## src/rtl/eye_align_pkg.sv

```systemverilog
package eye_align_pkg;

  typedef enum logic [2:0] {
    ST_IDLE,
    ST_SETTLE,
    ST_SAMPLE,
    ST_COMMIT,
    ST_RESOLVE
  } alignState_t;

  // strobes from control to datapath, at most a few set per cycle
  typedef struct packed {
    logic clrStats;    // forget previous sweep results
    logic loadZero;    // apply tap 0
    logic incTap;      // step to the next tap
    logic loadCentre;  // apply the computed centre tap
    logic settleTick;  // advance settle counter
    logic takeSample;  // capture/compare one sample
    logic commitTap;   // fold this tap's verdict into the statistics
    logic finishOk;    // raise done and locked
    logic finishFail;  // raise done and alignFail
  } ctlStrobes_t;

endpackage

```

## src/rtl/eye_align_datapath.sv

```systemverilog
module eye_align_datapath
  import eye_align_pkg::*;
#(
  parameter int TAP_BITS        = 8,
  parameter int SETTLE_CYCLES   = 4,
  parameter int COMPARE_SAMPLES = 4
) (
  input  logic                clk,
  input  logic                rstN,
  input  ctlStrobes_t         str,
  input  logic                sampleIn,
  output logic [TAP_BITS-1:0] tapValue,
  output logic                tapLoad,
  output logic                tapInc,
  output logic                done,
  output logic                locked,
  output logic                alignFail,
  output logic                settleLast,
  output logic                sampleLast,
  output logic                tapLast,
  output logic                alignOk
);

  localparam int NUM_TAPS = 1 << TAP_BITS;
  localparam int SETTLE_W = $clog2(SETTLE_CYCLES + 1);
  localparam int SAMPLE_W = $clog2(COMPARE_SAMPLES + 1);

  logic [TAP_BITS-1:0] tapReg;
  logic [SETTLE_W-1:0] settleCnt;
  logic [SAMPLE_W-1:0] sampleCnt;
  logic                refBit;
  logic                mismatch;

  // sweep statistics
  logic                anyUnstable;
  logic                anyStable;
  logic                prevUnstable;
  logic                leadFound;
  logic                trailFound;
  logic [TAP_BITS-1:0] firstUnstable;
  logic [TAP_BITS-1:0] leadTap;
  logic [TAP_BITS-1:0] trailTap;

  // centre computation
  logic [TAP_BITS-1:0] leadEff;
  logic [TAP_BITS-1:0] trailEff;
  logic [TAP_BITS-1:0] gap;
  logic [TAP_BITS:0]   span;
  logic [TAP_BITS-1:0] centreTap;
  logic                tapChange;

  assign tapChange  = str.loadZero | str.incTap | str.loadCentre;
  assign settleLast = (settleCnt == SETTLE_W'(SETTLE_CYCLES - 1));
  assign sampleLast = (sampleCnt == SAMPLE_W'(COMPARE_SAMPLES - 1));
  assign tapLast    = (tapReg == TAP_BITS'(NUM_TAPS - 1));
  assign tapValue   = tapReg;

  // tap register and delay-line pulses
  always_ff @(posedge clk) begin
    if (!rstN) begin
      tapReg  <= '0;
      tapLoad <= 1'b0;
      tapInc  <= 1'b0;
    end else begin
      tapLoad <= str.loadZero | str.loadCentre;
      tapInc  <= str.incTap;
      if (str.loadZero)        tapReg <= '0;
      else if (str.loadCentre) tapReg <= centreTap;
      else if (str.incTap)     tapReg <= tapReg + TAP_BITS'(1);
    end
  end

  // settle and sample counters
  always_ff @(posedge clk) begin
    if (!rstN) begin
      settleCnt <= '0;
      sampleCnt <= '0;
    end else if (tapChange) begin
      settleCnt <= '0;
      sampleCnt <= '0;
    end else begin
      if (str.settleTick) settleCnt <= settleCnt + SETTLE_W'(1);
      if (str.takeSample) sampleCnt <= sampleCnt + SAMPLE_W'(1);
    end
  end

  // sample agreement check for the current tap
  always_ff @(posedge clk) begin
    if (!rstN) begin
      refBit   <= 1'b0;
      mismatch <= 1'b0;
    end else if (str.takeSample) begin
      if (sampleCnt == '0) begin
        refBit   <= sampleIn;
        mismatch <= 1'b0;
      end else if (sampleIn != refBit) begin
        mismatch <= 1'b1;
      end
    end
  end

  // transition statistics over the sweep
  always_ff @(posedge clk) begin
    if (!rstN || str.clrStats) begin
      anyUnstable   <= 1'b0;
      anyStable     <= 1'b0;
      prevUnstable  <= 1'b0;
      leadFound     <= 1'b0;
      trailFound    <= 1'b0;
      firstUnstable <= '0;
      leadTap       <= '0;
      trailTap      <= '0;
    end else if (str.commitTap) begin
      prevUnstable <= mismatch;
      if (mismatch) begin
        anyUnstable <= 1'b1;
        if (!anyUnstable) firstUnstable <= tapReg;
        if (leadFound && !trailFound) begin
          trailFound <= 1'b1;
          trailTap   <= tapReg;
        end
      end else begin
        anyStable <= 1'b1;
        if (prevUnstable && !leadFound) begin
          leadFound <= 1'b1;
          leadTap   <= tapReg - TAP_BITS'(1);
        end
      end
    end
  end

  // With both kinds of tap present and no lead seen, the transition taps
  // form a suffix of the sweep, so the region ends on the last tap.
  always_comb begin
    leadEff   = leadFound  ? leadTap  : TAP_BITS'(NUM_TAPS - 1);
    trailEff  = trailFound ? trailTap : firstUnstable;
    gap       = trailEff - leadEff;
    span      = (gap == '0) ? (TAP_BITS + 1)'(NUM_TAPS) : {1'b0, gap};
    centreTap = leadEff + span[TAP_BITS:1];
    alignOk   = anyUnstable & anyStable;
  end

  // result flags
  always_ff @(posedge clk) begin
    if (!rstN || str.clrStats) begin
      done      <= 1'b0;
      locked    <= 1'b0;
      alignFail <= 1'b0;
    end else if (str.finishOk) begin
      done   <= 1'b1;
      locked <= 1'b1;
    end else if (str.finishFail) begin
      done      <= 1'b1;
      alignFail <= 1'b1;
    end
  end

  p_pulse_excl_r9: assert property (@(posedge clk) disable iff (!rstN)
    !(tapLoad && tapInc));

  p_inc_step_r3: assert property (@(posedge clk) disable iff (!rstN)
    tapInc |-> (tapValue == $past(tapValue) + TAP_BITS'(1)));

  p_tap_hold_r10: assert property (@(posedge clk) disable iff (!rstN)
    (!tapLoad && !tapInc) |-> $stable(tapValue));

  p_lock_done_r10: assert property (@(posedge clk) disable iff (!rstN)
    locked |-> done);

  p_fail_nolock_r8: assert property (@(posedge clk) disable iff (!rstN)
    alignFail |-> !locked);

  p_sample_after_settle_r4: assert property (@(posedge clk) disable iff (!rstN)
    (str.takeSample && sampleCnt == '0) |-> $past(settleLast));

endmodule

```

## src/rtl/eye_align_control.sv

```systemverilog
module eye_align_control
  import eye_align_pkg::*;
(
  input  logic        clk,
  input  logic        rstN,
  input  logic        start,
  input  logic        settleLast,
  input  logic        sampleLast,
  input  logic        tapLast,
  input  logic        alignOk,
  output ctlStrobes_t str
);

  alignState_t state;
  alignState_t stateNext;
  logic        finalPhase;
  logic        finalPhaseNext;

  always_comb begin
    str            = '0;
    stateNext      = state;
    finalPhaseNext = finalPhase;
    unique case (state)
      ST_IDLE: begin
        if (start) begin
          str.clrStats   = 1'b1;
          str.loadZero   = 1'b1;
          finalPhaseNext = 1'b0;
          stateNext      = ST_SETTLE;
        end
      end
      ST_SETTLE: begin
        str.settleTick = 1'b1;
        if (settleLast) begin
          if (finalPhase) begin
            str.finishOk = 1'b1;
            stateNext    = ST_IDLE;
          end else begin
            stateNext = ST_SAMPLE;
          end
        end
      end
      ST_SAMPLE: begin
        str.takeSample = 1'b1;
        if (sampleLast) stateNext = ST_COMMIT;
      end
      ST_COMMIT: begin
        str.commitTap = 1'b1;
        if (tapLast) begin
          stateNext = ST_RESOLVE;
        end else begin
          str.incTap = 1'b1;
          stateNext  = ST_SETTLE;
        end
      end
      ST_RESOLVE: begin
        if (alignOk) begin
          str.loadCentre = 1'b1;
          finalPhaseNext = 1'b1;
          stateNext      = ST_SETTLE;
        end else begin
          str.finishFail = 1'b1;
          stateNext      = ST_IDLE;
        end
      end
      default: stateNext = ST_IDLE;
    endcase
  end

  always_ff @(posedge clk) begin
    if (!rstN) begin
      state      <= ST_IDLE;
      finalPhase <= 1'b0;
    end else begin
      state      <= stateNext;
      finalPhase <= finalPhaseNext;
    end
  end

  p_sample_entry_r4: assert property (@(posedge clk) disable iff (!rstN)
    (state == ST_SAMPLE) |-> ($past(state) == ST_SAMPLE || $past(state) == ST_SETTLE));

  p_busy_start_r2: assert property (@(posedge clk) disable iff (!rstN)
    (state != ST_IDLE) |-> !str.loadZero);

  p_strobe_onehot_r9: assert property (@(posedge clk) disable iff (!rstN)
    $onehot0({str.loadZero, str.incTap, str.loadCentre}));

endmodule

```

## src/rtl/eye_center_aligner.sv

```systemverilog
module eye_center_aligner
  import eye_align_pkg::*;
#(
  parameter int TAP_BITS        = 8,
  parameter int SETTLE_CYCLES   = 4,
  parameter int COMPARE_SAMPLES = 4
) (
  input  logic                clk,
  input  logic                rstN,
  input  logic                start,
  input  logic                sampleIn,
  output logic [TAP_BITS-1:0] tapValue,
  output logic                tapLoad,
  output logic                tapInc,
  output logic                done,
  output logic                locked,
  output logic                alignFail
);

  ctlStrobes_t str;
  logic        settleLast;
  logic        sampleLast;
  logic        tapLast;
  logic        alignOk;

  eye_align_control i_control (
    .clk        (clk),
    .rstN       (rstN),
    .start      (start),
    .settleLast (settleLast),
    .sampleLast (sampleLast),
    .tapLast    (tapLast),
    .alignOk    (alignOk),
    .str        (str)
  );

  eye_align_datapath #(
    .TAP_BITS        (TAP_BITS),
    .SETTLE_CYCLES   (SETTLE_CYCLES),
    .COMPARE_SAMPLES (COMPARE_SAMPLES)
  ) i_datapath (
    .clk        (clk),
    .rstN       (rstN),
    .str        (str),
    .sampleIn   (sampleIn),
    .tapValue   (tapValue),
    .tapLoad    (tapLoad),
    .tapInc     (tapInc),
    .done       (done),
    .locked     (locked),
    .alignFail  (alignFail),
    .settleLast (settleLast),
    .sampleLast (sampleLast),
    .tapLast    (tapLast),
    .alignOk    (alignOk)
  );

endmodule

```

## config.mk

```make
export PLATFORM = sky130hd
export DESIGN_NAME = eye_center_aligner
export DESIGN_NICKNAME = d
export VERILOG_FILES = /design/src/rtl/eye_align_pkg.sv /design/src/rtl/eye_align_datapath.sv /design/src/rtl/eye_align_control.sv /design/src/rtl/eye_center_aligner.sv
export SDC_FILE = /design/constraint.sdc
export NUM_CORES = 1
export LEC_CHECK = 0
export ABC_AREA = 1
export BUFFER_PORTS_ARGS = -buffer_cell sky130_fd_sc_hd__buf_2
export CAP_MARGIN = 20
export CORE_UTILIZATION = 55
export DETAILED_ROUTE_END_ITERATION = 6
export PLACE_DENSITY = 0.76
export SETUP_SLACK_MARGIN = 0.15
export SYNTH_ARGS = -nofsm -noshare
export SYNTH_HDL_FRONTEND = slang
export SYNTH_HIERARCHICAL = 1
export SYNTH_SLANG_ARGS = --single-unit
```

## constraint.sdc

```tcl
create_clock -name clk -period 7.92 [get_ports clk]
set_clock_uncertainty 0.15 [all_clocks]
set_input_delay 1.584 -clock clk [delete_from_list [all_inputs] [get_ports clk]]
set_output_delay 1.584 -clock clk [all_outputs]
set_load 0.005 [all_outputs]
```

# Word-level counts from Yosys, hierarchy flattened
# Cells that the tools add are included.
dict set report classes {
  n_eq_ne 12
  bitwise 8
  n_mux 33
  reduce_logical 25
  n_addsub 6
}
# operator count
set op_table {}
lappend op_table {{$mux W8} 4}
lappend op_table {{$mux W1} 19}
lappend op_table {{$pmux W3 S5} 1}
lappend op_table {{$reduce_and A3 Y1} 5}
lappend op_table {{$eq A3 B2 Y1 const B} 4}
lappend op_table {{$mux W3} 4}
lappend op_table {{$reduce_and A2 Y1} 5}
lappend op_table {{$mux W9} 1}
lappend op_table {{$add A8 B1 Y8 const B} 1}
lappend op_table {{$add A8 B8 Y8} 1}
lappend op_table {{$eq A8 B8 Y1 const B} 1}
lappend op_table {{$logic_not A8 Y1} 1}
lappend op_table {{$reduce_bool A2 Y1} 4}
lappend op_table {{$sub A8 B1 Y8 const B} 1}
lappend op_table {{$sub A8 B8 Y8} 1}
lappend op_table {{$add A3 B1 Y3 const B} 2}
lappend op_table {{$logic_not A3 Y1} 2}
lappend op_table {{$mux W2} 3}
lappend op_table {{$ne A2 B1 Y1 const B} 2}
lappend op_table {{$ne A2 B2 Y1 const B} 2}
lappend op_table {{$not A1 Y1} 4}
lappend op_table {{$reduce_or A2 Y1} 2}
lappend op_table {{$eq A3 B1 Y1 const B} 1}
lappend op_table {{$eq A3 B3 Y1 const B} 1}
lappend op_table {{7 further kinds} 12}
dict set report word_totals {
  in_bits 4
  regBits 54
  word_cells 104
  out_inout_bits 13
}

# Depth between registers and ports, before layout
dict set report depth {
  ltp_word 6
  mapped_depth 22
  ltp_nobuf 21
}

# Hierarchy
# Netlist, hierarchy kept.
# mod seq_area_each_um2 cells_each area_each_um2 instances
set modules_own_cells {}
lappend modules_own_cells {eye_align_datapath 1001.0 422 2972.9 1}
lappend modules_own_cells {eye_align_control 80.1 50 295.3 1}

# Worst setup path before layout
# OpenSTA, ideal clock, no wires.
dict set report synth_path {
  path_type {reg2reg}
  start {register i_datapath.leadFound}
  end {register i_datapath.tapReg[6], in the netlist i_datapath/tapValue[6]}
  required_time_ps 7700
  period_less_slack_ps 3069
  setup_time_ps 70
  path_stages_with_launch 17
  path_slack_ps 4851
  t_arrival_ps 2849
  path_buffers 1
  path_cell_list {dfxtp_1 inv_1 buf_2 or2_2 ha_1 fa_1 inv_1 ha_1 fa_1 a21oi_1 o21ai_0 nand2_1 nand2_1 a21oi_1 xnor2_1 nand2_1 a21oi_1}
}
dict set report synth_between {
  elab_chain_len 6
}
# element line
set synth_lines {}
lappend synth_lines {{from (decl)} eye_align_datapath.sv:38} ;# logic leadFound;
lappend synth_lines {{from (signal assigned)} eye_align_datapath.sv:108} ;# leadFound <= 1'b0;
lappend synth_lines {{from (signal assigned)} eye_align_datapath.sv:125} ;# leadFound <= 1'b1;
lappend synth_lines {{$mux W8 *} eye_align_datapath.sv:135} ;# leadEff = leadFound ? leadTap : TAP_BITS'(NUM_TAPS - 1);
lappend synth_lines {{$sub A8 B8 Y8} eye_align_datapath.sv:137} ;# gap = trailEff - leadEff;
lappend synth_lines {{$logic_not A8 Y1} eye_align_datapath.sv:138} ;# span = (gap == '0) ? (TAP_BITS + 1)'(NUM_TAPS) : {1'b0, gap};
lappend synth_lines {{$mux W9} eye_align_datapath.sv:138}
lappend synth_lines {{$add A8 B8 Y8 *} eye_align_datapath.sv:139} ;# centreTap = leadEff + span[TAP_BITS:1];
lappend synth_lines {{$mux W8 *} eye_align_datapath.sv:68} ;# else if (str.loadCentre) tapReg <= centreTap;
lappend synth_lines {{to (signal assigned)} eye_align_datapath.sv:68}
lappend synth_lines {{to (signal assigned)} eye_align_datapath.sv:69} ;# else if (str.incTap) tapReg <= tapReg + TAP_BITS'(1);
lappend synth_lines {{to (decl)} eye_align_datapath.sv:28} ;# logic [TAP_BITS-1:0] tapReg;
# Every way passes the cells marked *; elsewhere a longest branch is shown, timed or not.
# A chain may end at the register's enable or synchronous reset.

# Final worst setup path
dict set report layout_path {
  start {register i_datapath.trailFound}
  end {register i_datapath.tapReg[5], in the netlist i_datapath/tapValue[5]}
}
dict set report layout_between {
  elab_chain_len 6
}
# element line
set layout_lines {}
lappend layout_lines {{from (decl)} eye_align_datapath.sv:39} ;# logic trailFound;
lappend layout_lines {{from (signal assigned)} eye_align_datapath.sv:109} ;# trailFound <= 1'b0;
lappend layout_lines {{from (signal assigned)} eye_align_datapath.sv:119} ;# trailFound <= 1'b1;
lappend layout_lines {{$mux W8 *} eye_align_datapath.sv:136} ;# trailEff = trailFound ? trailTap : firstUnstable;
lappend layout_lines {{$sub A8 B8 Y8 *} eye_align_datapath.sv:137}
lappend layout_lines {{$logic_not A8 Y1} eye_align_datapath.sv:138}
lappend layout_lines {{$mux W9 *} eye_align_datapath.sv:138}
lappend layout_lines {{$add A8 B8 Y8 *} eye_align_datapath.sv:139}
lappend layout_lines {{$mux W8 *} eye_align_datapath.sv:68}
# Marks and branches as above.

==> run metrics <==
outcome=complete, no violations; Tightest Pin Transition=861 ps; gr ovfl total=0; synth top area cells=dfxtp_1, nand2_1, inv_1; WP buf/inv=4; Routability Congestion=0.887; Largest delay share family, worst path=simple AND/OR/NAND/NOR gates; final setup TNS=0 ps; post-synthesis mux area share=0.306%; port bufs=16; CTS Sinks=54; pwr/cell area=177 nW/um^2; commonest non-fill, non-tap cell in the layout=nand2_1; syn avg cell area=6.92 um^2; Worst Hold Class=register to register; hold path cells=2; Distinct cells, synth=39; Setup crit start kind=register; Hold Path Sink=i_datapath/refBit; TritonCTS clock tree=yes; # Max-Cap Violations=0; DP Worst Slack=4290 ps; DP Wirelength=5.65 mm; initial drt markers=146; H-tree levels=2; Post-CTS Setup Bufs=0; Top FF cell, synth=dfxtp_1; Final Core Density=62.5%; post-route ant nets=0; register bit total from synthesis=54; Synth Area in Adders=9.26%; fill count=537; Non-Filler Cell Area, Final=3510 um^2; WL final=7.16 mm; worst reg2reg setup slack=4290 ps; DRC Markers=0; final hold violations=0; slowest CP cell=dfxtp_1; vias in the first global route=2662; r2r startpoint=i_datapath/trailFound; Final WS setup=4290 ps; Lkg Pwr=0.00176 uW; Gate power share=20.2%; CTS max path bufs=2; fin crit period=3630 ps; crit path max fanout=11; Synth Area in Compound Gates=16.0%; CTS buffer count=5; Sw Share=30.5%; n_diodes=0; most frequent CP cell=nand2_1; R2R depth=20; Slew HR=42.3%; Clock Tree Root=clkbuf_8; hold path startpoint=i_datapath/refBit; Max Transition Viols Final=0; Seq pwr share=48.3%; initial antenna violation count=0; Clk pwr share=31.5%; Largest stage delay, worst path=600 ps; chip height=79.1 um; wire per inst=12.8 um; Total Nets Final=513; RSZ-0062 raised after global routing=false; area share of the largest cell type after synthesis=33.1%; First-pass DRT Iterations=4; global-route wire length before repair=12.1 mm; mapped cell area=3270 um^2; Worst IR Drop VDD=0.000170 V; crit end category=register; asr flop ratio synth=0%; Layout Area Growth over Synthesis=7.31%; CTS resizes=0; CTS Hold Bufs=0; commonest non-fill, non-tap cells in the layout=nand2_1, inv_1, dfxtp_1, nor2_1, a21oi_1; via count=2952; clk_lat worst skew=310 ps; RR Endpoint=i_datapath/tapValue[5]; Final period util=45.9%; EDFF count, synth=0; crit path kind=register to register; CP Cell Sequence=inv_1 > or2_2 > o21ai_0 > inv_1 > ha_1 > nand2_1 > nand2_4 > nand3_1 > nand2_1 > inv_1 > ha_1 > a21o_1 > a31oi_1 > o21ai_1 > nand2_1 > nand2_1 > xnor2_1 > nand2_1 > nand2_1 > inv_1; required time of the critical path=7990 ps; simple-gate share of the synthesized area=26.6%; largest net degree at the start of global routing=22; via/cell ratio=5.28; Synth Instances=472; die area=6250 um^2; Placement Rows=27; Die X=79.1 um; switching power=189 uW; initial core utilization=58.3%; Power, Total=620 uW; clk slew on worst S/H paths=100 ps; Synth Area in XOR/XNOR=3.22%; post-place instance area=3390 um^2; share of layout cells above drive strength 1=11.3%; Final Setup Violations=0; CORE AREA=5610 um^2; post-synth top area cell=dfxtp_1; Seq/Total Area, Yosys=33.1%; yosys warns=6; Max Fclk=275 MHz; Mapped Nets=499; largest family of logic cells by synthesized area=simple AND/OR/NAND/NOR gates; CP Data Arrival Time=3700 ps; I/O pins=17; Int Pwr=431 uW; All-Layer GR Usage=24.8%
routing by layer:
layer,track usage (%),wire (um)
met1,34.7,3600
met4,7.27,107
met5,0,0
met3,4.02,282
met2,39.1,3170
Yosys cell counts (all sizes together) (2+ instances only):
cell	number
a21oi	44
ha	21
clkbuf	4
a31oi	3
or2	4
nor2	59
a221oi	2
xor2	7
o21ai	32
xnor2	5
o221ai	3
o22ai	2
fa	2
nand2	96
inv	84
nand3	26
dfxtp	54
nor4	2
o21a	4
nor3	6
buf	6
cells by family (layout without fill, tap and decap cells):
family	Yosys count	in the layout
fa+ha+maj	23	23
flops	54	54
xor+xnor	12	12
simple gates	194	194
compound gates	94	94
mux	1	1
buf+inv	94	109
state kept, by name, summed over array words and instances, names as in the netlist:
name                      cells
i_datapath/anyStable          1
i_datapath/done               1
i_datapath/firstUnstable      8
i_control/finalPhase          1
i_datapath/settleCnt          3
i_datapath/refBit             1
i_datapath/tapInc             1
i_datapath/tapLoad            1
i_datapath/alignFail          1
i_control/state               3
i_datapath/tapValue           8
i_datapath/trailTap           8
i_datapath/sampleCnt          3
i_datapath/leadFound          1
i_datapath/trailFound         1
i_datapath/locked             1
i_datapath/leadTap            8
i_datapath/mismatch           1
i_datapath/anyUnstable        1
i_datapath/prevUnstable       1
cell type report:
class	instances	area (um^2)	share of cell area (%)
clock buffer	6	82.6	2.35
clock inverter	2	38.8	1.11
inverter	84	315	8.99
multi-input combinational	324	1810	51.7
sequential	54	1080	30.8
tap	72	90.1	2.57
timing repair buffer	17	87.6	2.50
metrics by stage:
| step | hold slack, ps | std cells |
|---|---|---|
| after floorplan | 287 | 472 |
| final | 315 | 559 |
| after CTS | 318 | 559 |
| after global routing | 350 | 559 |
| after global placement | 297 | 550 |
| after detailed placement | 303 | 551 |
tightest hold or removal path, stage by stage (launching register included):
cell,delay [ps]
dfxtp_1,330
inv_1,50
a21oi_1,50
worst max-delay path by stage:
| stage | endpoint | slack [ps] | cells past startpoint | from |
|---|---|---|---|---|
| 3_5_place_dp | i_datapath/tapValue[5] | 4290 | 20 | i_datapath/trailFound |
| 4_1_cts | i_datapath/tapValue[5] | 4280 | 20 | i_datapath/trailFound |
| 5_1_grt | i_datapath/tapValue[7] | 3940 | 21 | i_datapath/trailFound |
| 3_3_place_gp | i_datapath/leadTap[6] | 4260 | 8 | start |
| 2_1_floorplan | i_datapath/tapValue[6] | 4850 | 16 | i_datapath/leadFound |
| 6_report | i_datapath/tapValue[5] | 4290 | 20 | i_datapath/trailFound |
power by group through the flow:
stage               registers (uW)  logic, uW  clock network (uW)
detailed placement             306        123                   0
global route                   302        143                 210
finish                         299        125                 195
global placement               305        118                   0
floorplan                      302       97.1                   0
CTS                            299        124                 199
(Power assumes the default switching activity.)
